==> src/rtl/rxbd_pkg.sv <==
package rxbd_pkg;

    typedef enum logic [3:0] {
        S_STALL,
        S_FETCH,
        S_EVAL,
        S_PTRHI,
        S_PTRLO,
        S_FILL,
        S_WB_LEN,
        S_WB_STAT
    } rx_state_e;

    // status word bit positions
    localparam int B_OWN   = 15;
    localparam int B_WRAP  = 14;
    localparam int B_IRQ   = 13;
    localparam int B_FIRST = 12;
    localparam int B_LAST  = 11;
    localparam int B_OVR   = 0;

    // descriptor geometry (byte offsets)
    localparam int OFS_STAT   = 0;
    localparam int OFS_LEN    = 2;
    localparam int OFS_PHI    = 4;
    localparam int OFS_PLO    = 6;
    localparam int DESC_BYTES = 8;
    localparam int ADDR_W     = 32;
    localparam int HW_W       = 16;

endpackage

==> src/rtl/rxbd_ring_ptr.sv <==
module rxbd_ring_ptr
    import rxbd_pkg::*;
(
    input  logic              clk,
    input  logic              rst_n,
    input  logic              load_base,
    input  logic              step,
    input  logic              wrap,
    input  logic [ADDR_W-1:0] base,
    output logic [ADDR_W-1:0] cur
);

    always_ff @(posedge clk or negedge rst_n) begin
        if (!rst_n) begin
            cur <= '0;
        end else if (load_base) begin
            cur <= base;
        end else if (step) begin
            cur <= wrap ? base : cur + ADDR_W'(DESC_BYTES);
        end
    end

endmodule

==> src/rtl/rxbd_fill.sv <==
module rxbd_fill #(
    parameter int BUF_BYTES = 8,
    parameter int CNT_W     = 4
) (
    input  logic             clk,
    input  logic             rst_n,
    input  logic             clr,
    input  logic             inc,
    output logic [CNT_W-1:0] cnt,
    output logic             last_slot,
    output logic             has_data
);

    localparam logic [CNT_W-1:0] LAST_IDX = CNT_W'(BUF_BYTES - 1);

    always_ff @(posedge clk or negedge rst_n) begin
        if (!rst_n) begin
            cnt <= '0;
        end else if (clr) begin
            cnt <= '0;
        end else if (inc) begin
            cnt <= cnt + 1'b1;
        end
    end

    assign last_slot = (cnt == LAST_IDX);
    assign has_data  = (cnt != '0);

endmodule

==> src/rtl/rxbd_fsm.sv <==
module rxbd_fsm
    import rxbd_pkg::*;
#(
    parameter int CNT_W = 4
) (
    input  logic              clk,
    input  logic              rst_n,
    input  logic              poll_kick,
    input  logic              in_valid,
    input  logic [7:0]        in_data,
    input  logic              in_sof,
    input  logic              in_eof,
    output logic              in_ready,
    input  logic [ADDR_W-1:0] cur_desc,
    input  logic [CNT_W-1:0]  cnt,
    input  logic              last_slot,
    input  logic              has_data,
    output logic              load_base,
    output logic              ring_step,
    output logic              ring_wrap,
    output logic              cnt_clr,
    output logic              cnt_inc,
    output logic              mem_req,
    output logic              mem_we,
    output logic [ADDR_W-1:0] mem_addr,
    output logic [1:0]        mem_be,
    output logic [HW_W-1:0]   mem_wdata,
    input  logic [HW_W-1:0]   mem_rdata,
    output logic              irq,
    output rx_state_e         state_o
);

    rx_state_e state_q, state_d;

    logic              started_q;
    logic              wrap_q, irqen_q;
    logic [HW_W-1:0]   phi_q;
    logic [ADDR_W-1:0] bufp_q;
    logic              first_q, close_last_q, ovr_q;
    logic              in_frame_q, drop_q;

    logic abort_hit, acc, keep, wr_byte, close_now, lose_byte, owned;
    logic [ADDR_W-1:0] byte_addr;
    logic [HW_W-1:0]   wb_status;

    // input-side decode
    assign abort_hit = (state_q == S_FILL) && in_valid && in_sof && has_data;
    assign in_ready  = (state_q == S_STALL) || ((state_q == S_FILL) && !abort_hit);
    assign acc       = in_valid && in_ready;
    assign keep      = in_sof || (in_frame_q && !drop_q);
    assign wr_byte   = acc && (state_q == S_FILL) && keep;
    assign close_now = wr_byte && (in_eof || last_slot);
    assign lose_byte = acc && (state_q == S_STALL) && keep;
    assign owned     = mem_rdata[B_OWN];
    assign byte_addr = bufp_q + ADDR_W'(cnt);

    always_comb begin
        wb_status          = '0;
        wb_status[B_WRAP]  = wrap_q;
        wb_status[B_IRQ]   = irqen_q;
        wb_status[B_FIRST] = first_q;
        wb_status[B_LAST]  = close_last_q;
        wb_status[B_OVR]   = ovr_q;
    end

    // state register
    always_ff @(posedge clk or negedge rst_n) begin
        if (!rst_n) state_q <= S_STALL;
        else        state_q <= state_d;
    end

    // transitions
    always_comb begin
        state_d = state_q;
        unique case (state_q)
            S_STALL:   if (poll_kick) state_d = S_FETCH;
            S_FETCH:   state_d = S_EVAL;
            S_EVAL:    state_d = owned ? S_PTRHI : S_STALL;
            S_PTRHI:   state_d = S_PTRLO;
            S_PTRLO:   state_d = S_FILL;
            S_FILL:    if (abort_hit || close_now) state_d = S_WB_LEN;
            S_WB_LEN:  state_d = S_WB_STAT;
            S_WB_STAT: state_d = S_FETCH;
            default:   state_d = S_STALL;
        endcase
    end

    // outputs
    always_comb begin
        mem_req   = 1'b0;
        mem_we    = 1'b0;
        mem_addr  = cur_desc;
        mem_be    = 2'b11;
        mem_wdata = '0;
        irq       = 1'b0;
        ring_step = 1'b0;
        cnt_clr   = 1'b0;
        load_base = (state_q == S_STALL) && poll_kick && !started_q;
        cnt_inc   = wr_byte;
        ring_wrap = wrap_q;
        unique case (state_q)
            S_FETCH: begin
                mem_req  = 1'b1;
                mem_addr = cur_desc + ADDR_W'(OFS_STAT);
            end
            S_EVAL: begin
                mem_req  = owned;
                mem_addr = cur_desc + ADDR_W'(OFS_PHI);
            end
            S_PTRHI: begin
                mem_req  = 1'b1;
                mem_addr = cur_desc + ADDR_W'(OFS_PLO);
            end
            S_FILL: begin
                mem_req  = wr_byte;
                mem_we   = 1'b1;
                mem_addr = byte_addr;
                if (byte_addr[0]) begin
                    mem_be    = 2'b01;
                    mem_wdata = {8'h00, in_data};
                end else begin
                    mem_be    = 2'b10;
                    mem_wdata = {in_data, 8'h00};
                end
            end
            S_WB_LEN: begin
                mem_req   = 1'b1;
                mem_we    = 1'b1;
                mem_addr  = cur_desc + ADDR_W'(OFS_LEN);
                mem_wdata = HW_W'(cnt);
            end
            S_WB_STAT: begin
                mem_req   = 1'b1;
                mem_we    = 1'b1;
                mem_addr  = cur_desc + ADDR_W'(OFS_STAT);
                mem_wdata = wb_status;
                irq       = irqen_q;
                ring_step = 1'b1;
                cnt_clr   = 1'b1;
            end
            default: begin
            end
        endcase
    end

    // descriptor and frame bookkeeping
    always_ff @(posedge clk or negedge rst_n) begin
        if (!rst_n) begin
            started_q    <= 1'b0;
            wrap_q       <= 1'b0;
            irqen_q      <= 1'b0;
            phi_q        <= '0;
            bufp_q       <= '0;
            first_q      <= 1'b0;
            close_last_q <= 1'b0;
            ovr_q        <= 1'b0;
            in_frame_q   <= 1'b0;
            drop_q       <= 1'b0;
        end else begin
            if (load_base) started_q <= 1'b1;
            if (state_q == S_EVAL && owned) begin
                wrap_q  <= mem_rdata[B_WRAP];
                irqen_q <= mem_rdata[B_IRQ];
            end
            if (state_q == S_PTRHI) phi_q  <= mem_rdata;
            if (state_q == S_PTRLO) bufp_q <= {phi_q, mem_rdata};
            if (wr_byte && in_sof) first_q <= 1'b1;
            if (abort_hit)      close_last_q <= 1'b0;
            else if (close_now) close_last_q <= in_eof;
            if (acc && in_eof)      in_frame_q <= 1'b0;
            else if (acc && in_sof) in_frame_q <= 1'b1;
            if (lose_byte)          drop_q <= 1'b1;
            else if (acc && in_sof) drop_q <= 1'b0;
            if (state_q == S_WB_STAT) begin
                first_q <= 1'b0;
                ovr_q   <= 1'b0;
            end
            if (lose_byte) ovr_q <= 1'b1;
        end
    end

    assign state_o = state_q;

endmodule

==> src/rtl/rxbd_rx_dma.sv <==
module rxbd_rx_dma
    import rxbd_pkg::*;
#(
    parameter int BUF_BYTES = 8
) (
    input  logic        clk,
    input  logic        rst_n,
    input  logic [31:0] ring_base,
    input  logic        poll_kick,
    input  logic        in_valid,
    input  logic [7:0]  in_data,
    input  logic        in_sof,
    input  logic        in_eof,
    output logic        in_ready,
    output logic        mem_req,
    output logic        mem_we,
    output logic [31:0] mem_addr,
    output logic [1:0]  mem_be,
    output logic [15:0] mem_wdata,
    input  logic [15:0] mem_rdata,
    output logic        irq
);

    localparam int CNT_W = $clog2(BUF_BYTES + 1);

    logic [ADDR_W-1:0] cur_desc;
    logic [CNT_W-1:0]  cnt;
    logic              last_slot, has_data;
    logic              load_base, ring_step, ring_wrap, cnt_clr, cnt_inc;
    rx_state_e         fsm_state;

    rxbd_ring_ptr u_ring (
        .clk       (clk),
        .rst_n     (rst_n),
        .load_base (load_base),
        .step      (ring_step),
        .wrap      (ring_wrap),
        .base      (ring_base),
        .cur       (cur_desc)
    );

    rxbd_fill #(.BUF_BYTES(BUF_BYTES), .CNT_W(CNT_W)) u_fill (
        .clk       (clk),
        .rst_n     (rst_n),
        .clr       (cnt_clr),
        .inc       (cnt_inc),
        .cnt       (cnt),
        .last_slot (last_slot),
        .has_data  (has_data)
    );

    rxbd_fsm #(.CNT_W(CNT_W)) u_fsm (
        .clk       (clk),
        .rst_n     (rst_n),
        .poll_kick (poll_kick),
        .in_valid  (in_valid),
        .in_data   (in_data),
        .in_sof    (in_sof),
        .in_eof    (in_eof),
        .in_ready  (in_ready),
        .cur_desc  (cur_desc),
        .cnt       (cnt),
        .last_slot (last_slot),
        .has_data  (has_data),
        .load_base (load_base),
        .ring_step (ring_step),
        .ring_wrap (ring_wrap),
        .cnt_clr   (cnt_clr),
        .cnt_inc   (cnt_inc),
        .mem_req   (mem_req),
        .mem_we    (mem_we),
        .mem_addr  (mem_addr),
        .mem_be    (mem_be),
        .mem_wdata (mem_wdata),
        .mem_rdata (mem_rdata),
        .irq       (irq),
        .state_o   (fsm_state)
    );

endmodule

==> config.mk <==
export PLATFORM = sky130hd
export DESIGN_NAME = rxbd_rx_dma
export DESIGN_NICKNAME = d
export VERILOG_FILES = /design/src/rtl/rxbd_pkg.sv /design/src/rtl/rxbd_ring_ptr.sv /design/src/rtl/rxbd_fill.sv /design/src/rtl/rxbd_fsm.sv /design/src/rtl/rxbd_rx_dma.sv
export SDC_FILE = /design/constraint.sdc
export NUM_CORES = 1
export LEC_CHECK = 0
export BUFFER_PORTS_ARGS = -buffer_cell sky130_fd_sc_hd__buf_2
export CELL_PAD_IN_SITES_DETAIL_PLACEMENT = 0
export CELL_PAD_IN_SITES_GLOBAL_PLACEMENT = 2
export CORE_AREA = 2 2 190 136
export DETAILED_ROUTE_END_ITERATION = 12
export DIE_AREA = 0 0 192 138
export MAX_ROUTING_LAYER = met4
export PLACE_DENSITY_LB_ADDON = 0.1
export SLEW_MARGIN = 20
export SYNTH_ARGS = -nofsm -noshare
export SYNTH_HDL_FRONTEND = slang
export SYNTH_SLANG_ARGS = --single-unit
==> constraint.sdc <==
create_clock -name clk -period 3.17 [get_ports clk]
set_input_delay 0.634 -clock clk [delete_from_list [all_inputs] [get_ports clk]]
set_output_delay 0.634 -clock clk [all_outputs]
set_load 0.02 [all_outputs]
Yosys cells after proc, flatten, opt, wreduce, memory -nomap -nowiden
Index checks and enable logic that the tools add are counted.
{"block": "word_totals", "regBits": 96, "out_inout_bits": 54, "wordCells": 93}
{"block": "classes", "add_sub_neg": 6, "n_eq_ne": 10, "n_mux": 28, "reduce_logical": 36}
{"cell": "32-bit case mux with 4 select lines", "n": 1}
{"cell": "32-bit two-way mux", "n": 3}
{"cell": "32-bit by 3-bit adder with 32-bit output, second input constant", "n": 2}
{"cell": "16-bit case mux with 3 select lines", "n": 1}
{"cell": "32-bit by 2-bit adder with 32-bit output, second input constant", "n": 1}
{"cell": "32-bit by 4-bit adder with 32-bit output", "n": 1}
{"cell": "32-bit by 4-bit adder with 32-bit output, second input constant", "n": 1}
{"cell": "4-bit case mux with 8 select lines", "n": 1}
{"cell": "4-bit by 3-bit equality test with 1-bit output, second input constant", "n": 5}
{"cell": "1-bit logical AND", "n": 17}
{"cell": "16-bit two-way mux", "n": 1}
{"cell": "4-bit two-way mux", "n": 4}
{"cell": "2-bit nonzero test", "n": 7}
{"cell": "1-bit two-way mux", "n": 13}
{"cell": "4-bit by 2-bit equality test with 1-bit output, second input constant", "n": 2}
{"cell": "2-bit two-way mux", "n": 3}
{"cell": "4-bit by 1-bit adder with 4-bit output, second input constant", "n": 1}
{"cell": "4-bit by 1-bit equality test with 1-bit output, second input constant", "n": 1}
{"cell": "4-bit zero test", "n": 1}
{"cell": "1-bit logical OR", "n": 4}
{"cell": "2-bit != test, second input constant", "n": 2}
{"cell": "4-bit nonzero test", "n": 1}
{"cell": "4-bit OR reduction", "n": 1}
{"cell": "1-bit zero test", "n": 3}
{"cell": "3 further kinds", "n": 3}

Depth between registers and ports, before layout
Gate-level depths: netlist (run 1).
{"block": "logic_depth", "depth_word": 14, "mapped_depth": 13}

Hierarchy
From an unflattened synthesis (run 1), not the netlist that was laid out.
{"block": "unflattened", "hier_cells": 843, "hier_area_um2": 7114.3}
{"mod": "rxbd_fsm", "n_inst": 1, "cells_each": 584, "area_each_um2": 4922.2, "seq_area_each_um2": 1476.4}
{"mod": "rxbd_ring_ptr", "n_inst": 1, "cells_each": 237, "area_each_um2": 1963.1, "seq_area_each_um2": 800.8}
{"mod": "rxbd_fill", "n_inst": 1, "cells_each": 22, "area_each_um2": 229.0, "seq_area_each_um2": 100.1}

Worst setup path before layout (run 1)
Ideal clock, no wire load.
{"block": "synth_path", "path_type": "register to output", "start": "register u_fsm.state_q[2] (netlist: u_fsm.state_o[2])", "end": "output mem_addr[10]", "arrival_ps": 2912, "t_required_ps": 2536, "setup_slack_ps": -376, "stages_incl_launch_ff": 12, "n_path_buf": 3, "cell_sequence": "dfrtp_1 buf_6 buf_2 buf_1 nand2_1 ha_1 a21oi_1 nor4_1 a21oi_1 o22ai_1 and3_1 o32ai_1"}
{"block": "synth_via", "elab_chain_len": 2, "elab_cells_between_ends": 5, "cone_classes": "eq/ne: 4; mux: 1"}
{"element": "start: declaration", "line": "rxbd_fsm.sv:33", "text": "rx_state_e state_q, state_d;"}
{"element": "start signal: assignment", "line": "rxbd_fsm.sv:69", "text": "else state_q <= state_d;"}
{"element": "4-bit by 3-bit equality test with 1-bit output or 4-bit by 2-bit equality test with 1-bit output (tied branches)", "line": "rxbd_fsm.sv:101", "text": "unique case (state_q)"}
{"element": "32-bit case mux with 4 select lines *", "line": "rxbd_fsm.sv:101"}
{"element": "end: declaration", "line": "rxbd_rx_dma.sv:17", "text": "output logic [31:0] mem_addr,"}
Mark *: on every way between the ends. The rest lies on a longest branch, timed or not.

Worst setup path after layout (run 1)
{"block": "layout_path", "start": "register u_fill.cnt[0]", "end": "output mem_addr[20]"}
{"block": "layout_via", "elab_chain_len": 2}
{"element": "start: declaration", "line": "rxbd_fill.sv:9", "text": "output logic [CNT_W-1:0] cnt,"}
{"element": "start signal: assignment", "line": "rxbd_fill.sv:22", "text": "cnt <= cnt + 1'b1;"}
{"element": "32-bit by 4-bit adder with 32-bit output", "line": "rxbd_fsm.sv:55", "text": "assign byte_addr = bufp_q + ADDR_W'(cnt);"}
{"element": "32-bit case mux with 4 select lines", "line": "rxbd_fsm.sv:101"}
No other way between the ends.

==> results of run 1 <==
cell type report:
cell class / instances / area [sq um] / share of cell area
inverters: 24 / 97.6 / 0.00871
clock buffers: 10 / 239 / 0.0213
well taps: 331 / 414 / 0.0370
repair buffers: 294 / 2240 / 0.200
clock inverters: 6 / 83.8 / 0.00749
flip-flops and latches: 95 / 2380 / 0.213
multi-input cells: 707 / 5740 / 0.512
registers in the layout, indices dropped and copies added, names as in the netlist, 3 cells and up:
register / cells
u_fill.cnt: 4
u_ring.cur: 32
u_fsm.bufp_q: 32
u_fsm.state_o: 3
u_fsm.phi_q: 16
synth_stat cells, drive strengths merged (4+ instances only):
| master | count |
|---|---|
| nand2 | 89 |
| a31oi | 14 |
| o21a | 4 |
| ha | 9 |
| a21o | 8 |
| buf | 43 |
| mux2 | 47 |
| or3 | 5 |
| a21oi | 45 |
| and2 | 6 |
| o221ai | 4 |
| clkbuf | 24 |
| nand2b | 6 |
| nor2b | 7 |
| o22ai | 14 |
| inv | 24 |
| xnor2 | 38 |
| nor3b | 4 |
| dfrtp | 95 |
| nor4 | 15 |
| a221oi | 7 |
| nor2 | 73 |
| o31ai | 5 |
| mux2i | 15 |
| a22oi | 21 |
| or2 | 6 |
| and4 | 6 |
| o311ai | 5 |
| a22o | 5 |
| xor2 | 25 |
| o21ai | 66 |
| and3 | 19 |
| nand4 | 28 |
| nor3 | 25 |
| o211ai | 6 |
| a211oi | 5 |
| nand3 | 37 |
power by group through the flow:
stage               Combinational, mW  Clock, mW  Sequential [mW]
finish                           7.96       1.25             2.44
CTS                              7.34       1.26             2.42
global placement                 6.32          0             2.39
detailed placement               6.31          0             2.39
global route                     8.48       1.31             2.54
floorplan                        3.95          0             2.14
per-layer routing:
| layer | global-route usage | up-vias | wire length [um] |
|---|---|---|---|
| li1 | - | 3772 | - |
| met1 | 0.393 | 4053 | 16900 |
| met2 | 0.347 | 258 | 13600 |
| met3 | 0.0449 | 37 | 2090 |
| met4 | 0.0611 | 0 | 665 |
| met5 | - | - | 0 |
timing repair:
item                       4_1_cts  5_1_grt
cloned                           0        0
gates resized for setup        170      106
setup buffers                   37       16
pin swaps                       60       61
setup endpoints to repair       33       43
metrics by stage:
stage               utilization  hold slack (ps)  total power [mW]
global placement          0.373              467              8.71
global route              0.448              142              12.3
CTS                       0.426              130              11.0
detailed placement        0.373              466              8.70
floorplan                     -              338              6.08
finish                    0.448              131              11.7
cells by family after synthesis:
| group | after synthesis | share of synthesized area |
|---|---|---|
| xor gates and xnor gates | 63 | 0.0730 |
| DFF | 95 | 0.314 |
| AOI/OAI and AO/OA | 240 | 0.209 |
| muxes | 62 | 0.0898 |
| and+or+nand+nor | 330 | 0.236 |
| buffers and inverters | 91 | 0.0564 |
| adders and majority gates | 12 | 0.0215 |
how the worst max path moves through the flow:
stage                         to  slack (ps)  depth (start not counted)
floorplan           mem_addr[19]         -20                         12
global placement     mem_addr[4]        -100                         11
detailed placement   mem_addr[4]        -140                         11
CTS                 mem_addr[17]        -230                          7
global route        mem_addr[20]        -310                         11
finish              mem_addr[20]        -180                         11
cell usage in the layout (no fill, tap or decap), drive strengths merged, types with 4 or more instances in the layout:
cell	count
buf	294
o22ai	14
ha	9
nor2	73
a22o	5
dfrtp	95
o211ai	6
o311ai	5
and2	6
a21o	8
nand3	37
nor2b	7
nand4	28
a21oi	45
inv	27
xnor2	38
nand2	89
a221oi	7
and3	19
o221ai	4
and4	6
a22oi	21
mux2i	15
nor3	25
xor2	25
o31ai	5
a31oi	14
or3	5
nor4	15
mux2	47
nor3b	4
o21ai	66
a211oi	5
or2	6
nand2b	6
clkbuf	10
o21a	4
==> summary.txt, run 1 <==
Status = finished with violations
Failing checks = negative setup slack
Clock Path Buffers = 2
Drc violations = 0
ANT cells = 0
Worst Setup Slack, final = -183 ps
CP max stage cell = dfrtp_1
Relative slew slack = 0.435
Final Skew = 15.1 ps
Core area = 25000 sq um
Leak pwr = 4.77 nW
Crit. Startpoint = u_fill.cnt[0]
Unrepaired setup endpoints after global routing = true
# fillers = 2511
Mapped Nets = 966
Worst path max stage delay = 350 ps
Syn Std Cell Area = 7560 sq um
CTS root buf = clkbuf_16
Post-route insts no fill = 1467
Area Overhead vs Synth = 48.1%
Worst reg2reg endpoint = u_ring.cur[3]
Synth area leaders = dfrtp_1 (31%), mux2_2 (7.0%), xnor2_1 (4.4%)
Req. time, crit path = 2540 ps
Worst EP arrival = 2720 ps
Vias/cell = 5.54
Final Cell Area = 11200 sq um
Iteration-0 DRC Markers = 607
Avg Cell Area, Syn = 8.47 sq um
Critical path class = reg2out
Final setup viols = 26
Buf/Inv on CP = 3
Crit end category = output pin
Synth area leader = dfrtp_1
CTS tree = yes
Post-synth top area share = 0.314
Initial antenna violation count = 0
Clk pwr share = 0.107
Tot GR Track Use = 0.257
Port Buf Inserts = 115
Drt wl/cell = 22.7 um
Worst vdd ir = 0.000470 V
Nets = 1204
R2r setup slk = 700 ps
Fmax = 298 MHz
Crit path max-delay family = compound AO/OA/AOI/OAI gates
Setup tns final = -2510 ps
Share of layout cells above drive strength 1 = 0.467
CP Launch Type = flip-flop
First-pass GRT wire length = 49600 um
Rows = 49
Fin. max-slew vios = 0
FF-to-FF Start = u_fsm.state_o[0]
Min cycle time layout = 3350 ps
Die Y = 138 um
Worst-Skew Late Latency = 380 ps
Largest net degree at the start of global routing = 52
Grt ovf = 0
Worst-path clk slew = 90 ps
Final hold viol count = 0
Synth Instances = 893
Hold_buf cts = 0
Io pins = 116
Total CTS buffers = 9
Hold Path Class = in2async
Vias = 8120
Max FO, Critical Path = 5
Flop pwr share = 0.210
Crit share post-route = 1.06
Yosys reg bits = 95
Die X-Extent = 192 um
Cell Int Power = 5.96 mW
Post-Place Worst Slack = -145 ps
Ys Warns = 0
Synth async-reset ratio = 1.00
R2R cell count = 8
Antenna Nets Post-Route = 0
Combinational power share = 0.683
Switching portion of total power = 0.488
Psw = 5.69 mW
Max-cap violations = 0
Sequential area share after synthesis = 0.314
Hpwl dp = 25200 um
Total power divided by cell area = 1040 nW/um^2
Clock Sinks = 95
Netlist cell types = 83
Post-synth EDFFs = 0
Die area = 26500 sq um
Area after DPL = 9330 sq um
Worst-path cell chain = ha_2 > inv_2 > fa_2 > nand2b_4 > a21o_1 > nor3_2 > buf_4 > nand4_1 > xnor2_2 > a221o_1 > buf_6
Number of H-tree levels = 3
Inst Count DP = 1410
Vias in the first global route = 7790
Final wirelength = 33300 um
Initial core utilization = 0.302
Dominant synthesized flop cell = dfrtp_1
Gpl congestion = 0.945
Drt pass-1 iters = 6
Actual slew at the worst max-slew pin = 846 ps
(Power assumes the default switching activity.)
==> inputs of run 2 (changes only) <==
--- a/config.mk
+++ b/config.mk
@@ -6,13 +6,12 @@
 export NUM_CORES = 1
 export LEC_CHECK = 0
 export BUFFER_PORTS_ARGS = -buffer_cell sky130_fd_sc_hd__buf_2
-export CELL_PAD_IN_SITES_DETAIL_PLACEMENT = 0
-export CELL_PAD_IN_SITES_GLOBAL_PLACEMENT = 2
-export CORE_AREA = 2 2 190 136
+export CORE_AREA = 2 2 145 105
+export CTS_BUF_LIST = sky130_fd_sc_hd__clkbuf_4 sky130_fd_sc_hd__clkbuf_8
 export DETAILED_ROUTE_END_ITERATION = 12
-export DIE_AREA = 0 0 192 138
+export DIE_AREA = 0 0 147 107
 export MAX_ROUTING_LAYER = met4
-export PLACE_DENSITY_LB_ADDON = 0.1
+export PLACE_DENSITY = 0.78
 export SLEW_MARGIN = 20
 export SYNTH_ARGS = -nofsm -noshare
 export SYNTH_HDL_FRONTEND = slang
==> summary.txt, run 2 (synthesis results as in run 1) <==
Status = finished with violations (unchanged)
Failing checks = negative setup slack (unchanged)
Core Util, Final = 0.689 (was 0.448)
Post-Place Worst Slack = -35.8 ps (was -145 ps)
Critical path class = reg2out (unchanged)
Most frequent cells in the layout = buf_4 (103), buf_2 (92), dfrtp_1 (85) (was buf_4 (159), dfrtp_1 (89), buf_2 (84))
Core area = 14400 sq um (was 25000 sq um)
Relative slew slack = 0.371 (was 0.435)
Max FO, Critical Path = 6 (was 5)
Worst vdd ir = 0.000764 V (was 0.000470 V)
Vias in the first global route = 7608 (was 7790)
Vias = 8143 (was 8120)
Die area = 15700 sq um (was 26500 sq um)
Worst path max stage delay = 400 ps (was 350 ps)
CP max stage cell = o21ai_1 (was dfrtp_1)
Fin. max-slew vios = 0 (unchanged)
CTS root buf = clkbuf_8 (was clkbuf_16)
Total power divided by cell area = 1040 nW/um^2 (about the same)
Vias/cell = 6.47 (was 5.54)
Gpl congestion = 1.07 (was 0.945)
Area after DPL = 8750 sq um (was 9330 sq um)
Setup tns final = -5280 ps (was -2510 ps)
Hold Path Class = in2async (unchanged)
Hold Slack = 272 ps (was 131 ps)
Hold_buf cts = 0 (unchanged)
Min cycle time layout = 3450 ps (was 3350 ps)
Iteration-0 DRC Markers = 989 (was 607)
Worst Setup Slack, final = -278 ps (was -183 ps)
Drc violations = 0 (unchanged)
Leak pwr = 4.20 nW (was 4.77 nW)
Share of layout cells above drive strength 1 = 0.395 (was 0.467)
Io pins = 116 (unchanged)
Die Y = 107 um (was 138 um)
Nets = 1131 (was 1204)
Total CTS buffers = 9 (unchanged)
Number of H-tree levels = 3 (unchanged)
Final Power = 10.3 mW (was 11.7 mW)
Drt pass-1 iters = 6 (unchanged)
Commonest non-fill, non-tap cell in the layout = buf_4 (unchanged)
Crit path max-delay family = compound AO/OA/AOI/OAI gates (unchanged)
Fmax = 290 MHz (was 298 MHz)
Clock Sinks = 95 (unchanged)
Buf/Inv on CP = 3 (unchanged)
Initial antenna violation count = 0 (unchanged)
Antenna Nets Post-Route = 0 (unchanged)
Final Skew = 20.4 ps (was 15.1 ps)
CP Launch Type = flip-flop (unchanged)
Tot GR Track Use = 0.372 (was 0.257)
Largest regs = u_fsm.bufp_q x32, u_ring.cur x32, u_fsm.phi_q x16 (unchanged)
Max-cap violations = 0 (unchanged)
Worst EP arrival = 2810 ps (was 2720 ps)
Unrepaired setup endpoints after global routing = true (unchanged)
Worst-path clk slew = 120 ps (was 90 ps)
Die X-Extent = 147 um (was 192 um)
Crit share post-route = 1.09 (was 1.06)
Final wirelength = 28500 um (was 33300 um)
First-pass GRT wire length = 43600 um (was 49600 um)
ANT cells = 0 (unchanged)
Actual slew at the worst max-slew pin = 942 ps (was 846 ps)
Final Cell Area = 9890 sq um (was 11200 sq um)
Largest net degree at the start of global routing = 96 (was 52)
Hpwl dp = 20900 um (was 25200 um)
Final hold viol count = 0 (unchanged)
Rows = 37 (was 49)
Inst Count DP = 1218 (was 1410)
Post-route insts no fill = 1258 (was 1467)
Crit end category = output pin (unchanged)
Area Overhead vs Synth = 30.8% (was 48.1%)
Drt wl/cell = 22.6 um (was 22.7 um)
Port Buf Inserts = 115 (unchanged)
Req. time, crit path = 2540 ps (about the same)
Final setup viols = 29 (was 26)
Initial core utilization = 0.527 (was 0.302)
Worst-path cell chain = nor2b_4 > nand2_4 > buf_6 > inv_4 > fa_2 > nand2_2 > o211ai_1 > o21ai_1 > a21oi_1 > a211o_1 > buf_4 (was ha_2 > inv_2 > fa_2 > nand2b_4 > a21o_1 > nor3_2 > buf_4 > nand4_1 > xnor2_2 > a221o_1 > buf_6)
Clock Path Buffers = 2 (unchanged)
Grt ovf = 0 (unchanged)
CTS tree = yes (unchanged)
Worst-Skew Late Latency = 410 ps (was 380 ps)
[run 2: changes by cell type in the layout (fill, tap and decap cells not counted), moves of 5 or more]
cell / change
buf_4: -56
buf_6: -19
clkbuf_16: -9
buf_2: +8
clkbuf_8: +8
buf_8: -5
nand3_1: +5
o21ai_1: +5
[run 2: final timing paths]
kind                       cells past startpoint              from               end  slack [ps]
setup reg to reg                               7  u_fsm.state_o[2]     u_ring.cur[3]         680
min in group clk                               3     ring_base[31]    u_ring.cur[31]         440
hold reg to reg                                2    u_fsm.phi_q[9]  u_fsm.bufp_q[25]         470
max in group asynchronous                      2             rst_n    u_ring.cur[16]        2460
setup / recovery                              11  u_fsm.state_o[1]      mem_addr[25]        -280
hold / removal                                 2             rst_n    u_ring.cur[14]         270
[run 2: cell type report]
class,count,area (sq um)
Fill cell,1168,4460
Multi-Input combinational cell,707,5390
Clock inverter,7,90.1
Timing Repair Buffer,221,1550
Tap cell,195,244
Sequential cell,95,2390
Inverter,24,97.6
Clock buffer,9,124
[run 2: repair_timing]
action | 4_1_cts | 5_1_grt
setup buffers | 20 | 8
pin swaps | 37 | 39
gates cloned | 0 | 0
gates resized for setup | 121 | 61
setup endpoints to repair | 38 | 41
[run 2: metal layers]
metal  wire length (um)  vias to the layer above  share of wire  global-route usage
met2              12100                      547           0.42               0.537
met1              12200                     3918           0.43               0.512
li1                   -                     3613              -                   -
met3               3450                       65           0.12               0.106
met5                  0                        -              0                   -
met4                703                        0          0.025               0.110
[run 2: report_power, final]
group | switching (mW) | internal, mW | leakage (nW)
combinational | 3.88 | 2.88 | 2.96
sequential | 0.805 | 1.78 | 1.13
clock | 0.525 | 0.384 | 0.106
==> inputs of run 3 (changes only) <==
--- a/config.mk
+++ b/config.mk
@@ -12,6 +12,7 @@
 export DIE_AREA = 0 0 147 107
 export MAX_ROUTING_LAYER = met4
 export PLACE_DENSITY = 0.78
+export SKIP_LAST_GASP = 1
 export SLEW_MARGIN = 20
 export SYNTH_ARGS = -nofsm -noshare
 export SYNTH_HDL_FRONTEND = slang
==> summary.txt, run 3 (synthesis results as in run 1) <==
Tot GR Track Use = 0.371 (was 0.372)
Core area = 14400 sq um (unchanged)
Rows = 37 (unchanged)
M3 GR Usage = 0.109 (was 0.106)
Relative slew slack = 0.386 (was 0.371)
R2r setup slk = 670 ps (was 680 ps)
First-pass GRT wire length = 43400 um (was 43600 um)
Port Buf Inserts = 115 (unchanged)
Crit share post-route = 1.08 (was 1.09)
Post-route insts no fill = 1272 (was 1258)
Max FO, Critical Path = 6 (unchanged)
Final setup viols = 25 (was 29)
Final Skew = 16.6 ps (was 20.4 ps)
Req. time, crit path = 2540 ps (about the same)
Core Util, Final = 0.699 (was 0.689)
Worst-path clk slew = 100 ps (was 120 ps)
CP Launch Type = flip-flop (unchanged)
Total power divided by cell area = 1050 nW/um^2 (was 1040 nW/um^2)
Nets = 1145 (was 1131)
Drc violations = 0 (unchanged)
R2R cell count = 7 (unchanged)
CTS tree = yes (unchanged)
GR Util met1 = 0.512 (unchanged)
Grt ovf = 0 (unchanged)
Drt wl/cell = 22.7 um (was 22.6 um)
Crit path max-delay family = compound AO/OA/AOI/OAI gates (unchanged)
CP max stage cell = dfrtp_1 (was o21ai_1)
Drt pass-1 iters = 6 (unchanged)
Actual slew at the worst max-slew pin = 920 ps (was 942 ps)
Total CTS buffers = 9 (unchanged)
Die Y = 107 um (unchanged)
Crit end category = output pin (unchanged)
Inst Count DP = 1218 (unchanged)
Setup tns final = -4200 ps (was -5280 ps)
Worst reg2reg endpoint = u_ring.cur[3] (unchanged)
CTS root buf = clkbuf_8 (unchanged)
Global route hottest layer = met2 (unchanged)
Worst-Skew Late Latency = 410 ps (about the same)
Largest net degree at the start of global routing = 96 (unchanged)
Final wirelength = 28800 um (was 28500 um)
Initial antenna violation count = 0 (unchanged)
Antenna Nets Post-Route = 0 (unchanged)
Initial core utilization = 0.527 (unchanged)
Share of layout cells above drive strength 1 = 0.406 (was 0.395)
Fin. max-slew vios = 0 (unchanged)
Final hold viol count = 0 (unchanged)
Iteration-0 DRC Markers = 1055 (was 989)
Gpl congestion = 1.07 (unchanged)
Leak pwr = 4.27 nW (was 4.20 nW)
Hpwl dp = 20900 um (unchanged)
Vias/cell = 6.50 (was 6.47)
GR Util met2 = 0.534 (was 0.537)
Status = finished with violations (unchanged)
ANT cells = 0 (unchanged)
Vias in the first global route = 7613 (was 7608)
Critical path class = reg2out (unchanged)
Hold Path Class = in2async (unchanged)
Min cycle time layout = 3410 ps (was 3450 ps)
Most used cell, CP = buf_4
Number of H-tree levels = 3 (unchanged)
Buf/Inv on CP = 3 (unchanged)
Area Overhead vs Synth = 32.6% (was 30.8%)
Io pins = 116 (unchanged)
FF-to-FF Start = u_fsm.state_o[2] (unchanged)
Worst Setup Slack, final = -238 ps (was -278 ps)
Fmax = 293 MHz (was 290 MHz)
Commonest non-fill, non-tap cell in the layout = buf_4 (unchanged)
Die X-Extent = 147 um (unchanged)
Worst vdd ir = 0.000738 V (was 0.000764 V)
Most frequent cells in the layout = buf_4 (118), buf_2 (89), dfrtp_1 (84) (was buf_4 (103), buf_2 (92), dfrtp_1 (85))
Largest regs = u_fsm.bufp_q x32, u_ring.cur x32, u_fsm.phi_q x16 (unchanged)
Max-cap violations = 0 (unchanged)
Die area = 15700 sq um (unchanged)
Worst-path cell chain = nor2b_4 > nand2_4 > inv_2 > fa_2 > nand2_2 > o211ai_1 > o21ai_2 > buf_4 > a21oi_2 > o22ai_2 > buf_4 (was nor2b_4 > nand2_4 > buf_6 > inv_4 > fa_2 > nand2_2 > o211ai_1 > o21ai_1 > a21oi_1 > a211o_1 > buf_4)
Clock Sinks = 95 (unchanged)
Unrepaired setup endpoints after global routing = true (unchanged)
Vias = 8263 (was 8143)
Failing checks = negative setup slack (unchanged)
Clock Path Buffers = 2 (unchanged)
Worst path max stage delay = 420 ps (was 400 ps)
Worst EP arrival = 2770 ps (was 2810 ps)
## run 3: worst max path at each step
stage	cells after the start	slack, ps	from	end
after floorplan	12	-20	u_fsm.state_o[2]	mem_addr[19]
after global placement	10	-7	u_fill.cnt[0]	mem_addr[26]
after detailed placement	10	-40	u_fill.cnt[0]	mem_addr[26]
after CTS	12	-230	u_fsm.state_o[0]	mem_addr[26]
after global routing	11	-330	u_fsm.state_o[0]	mem_addr[12]
final	11	-240	u_fsm.state_o[1]	mem_addr[31]
## run 3: cell type report
| class | count | area, sq um |
|---|---|---|
| Clock buffer | 9 | 124 |
| Inverter | 24 | 95.1 |
| Timing Repair Buffer | 235 | 1680 |
| Sequential cell | 95 | 2390 |
| Tap cell | 195 | 244 |
| Multi-Input combinational cell | 707 | 5410 |
| Fill cell | 1153 | 4330 |
| Clock inverter | 7 | 90.1 |
## run 3: worst register-to-register path: cells and delay by family, from the launching register on
kind / cells / cell delay, ps
AND/OR/NAND/NOR: 4 / 1450
AO/OA/AOI/OAI: 2 / 290
flip-flops: 1 / 460
buffers and inverters: 1 / 240
## run 3: where the power goes
part           leakage (nW)  switching (mW)  internal [mW]
sequential             1.12           0.780           1.79
clock                 0.106           0.526          0.384
combinational          3.04            3.99           3.04
## run 3: repair_timing
action                                  CTS  global route
setup buffers                            20            21
resized for setup                       103            86
pin swaps                                37            49
hold buffers                              0             0
endpoints found under the setup margin   38            47
## run 3: metrics by stage
| step | setup WS [ps] | hold slack [ps] | area (sq um) | power (mW) |
|---|---|---|---|---|
| after floorplan | -20.9 | 338 | 7610 | 6.08 |
| after global placement | -7.21 | 451 | 8750 | 8.02 |
| after detailed placement | -35.8 | 467 | 8750 | 8.10 |
| after CTS | -229 | 294 | 9530 | 9.67 |
| after global routing | -327 | 322 | 10000 | 11.0 |
| final | -238 | 272 | 10000 | 10.5 |
## run 3: layer usage
layer / vias up / share of wire
met3: 64 / 0.13
li1: 3652 / -
met5: - / 0
met4: 0 / 0.023
met2: 542 / 0.43
met1: 4005 / 0.42
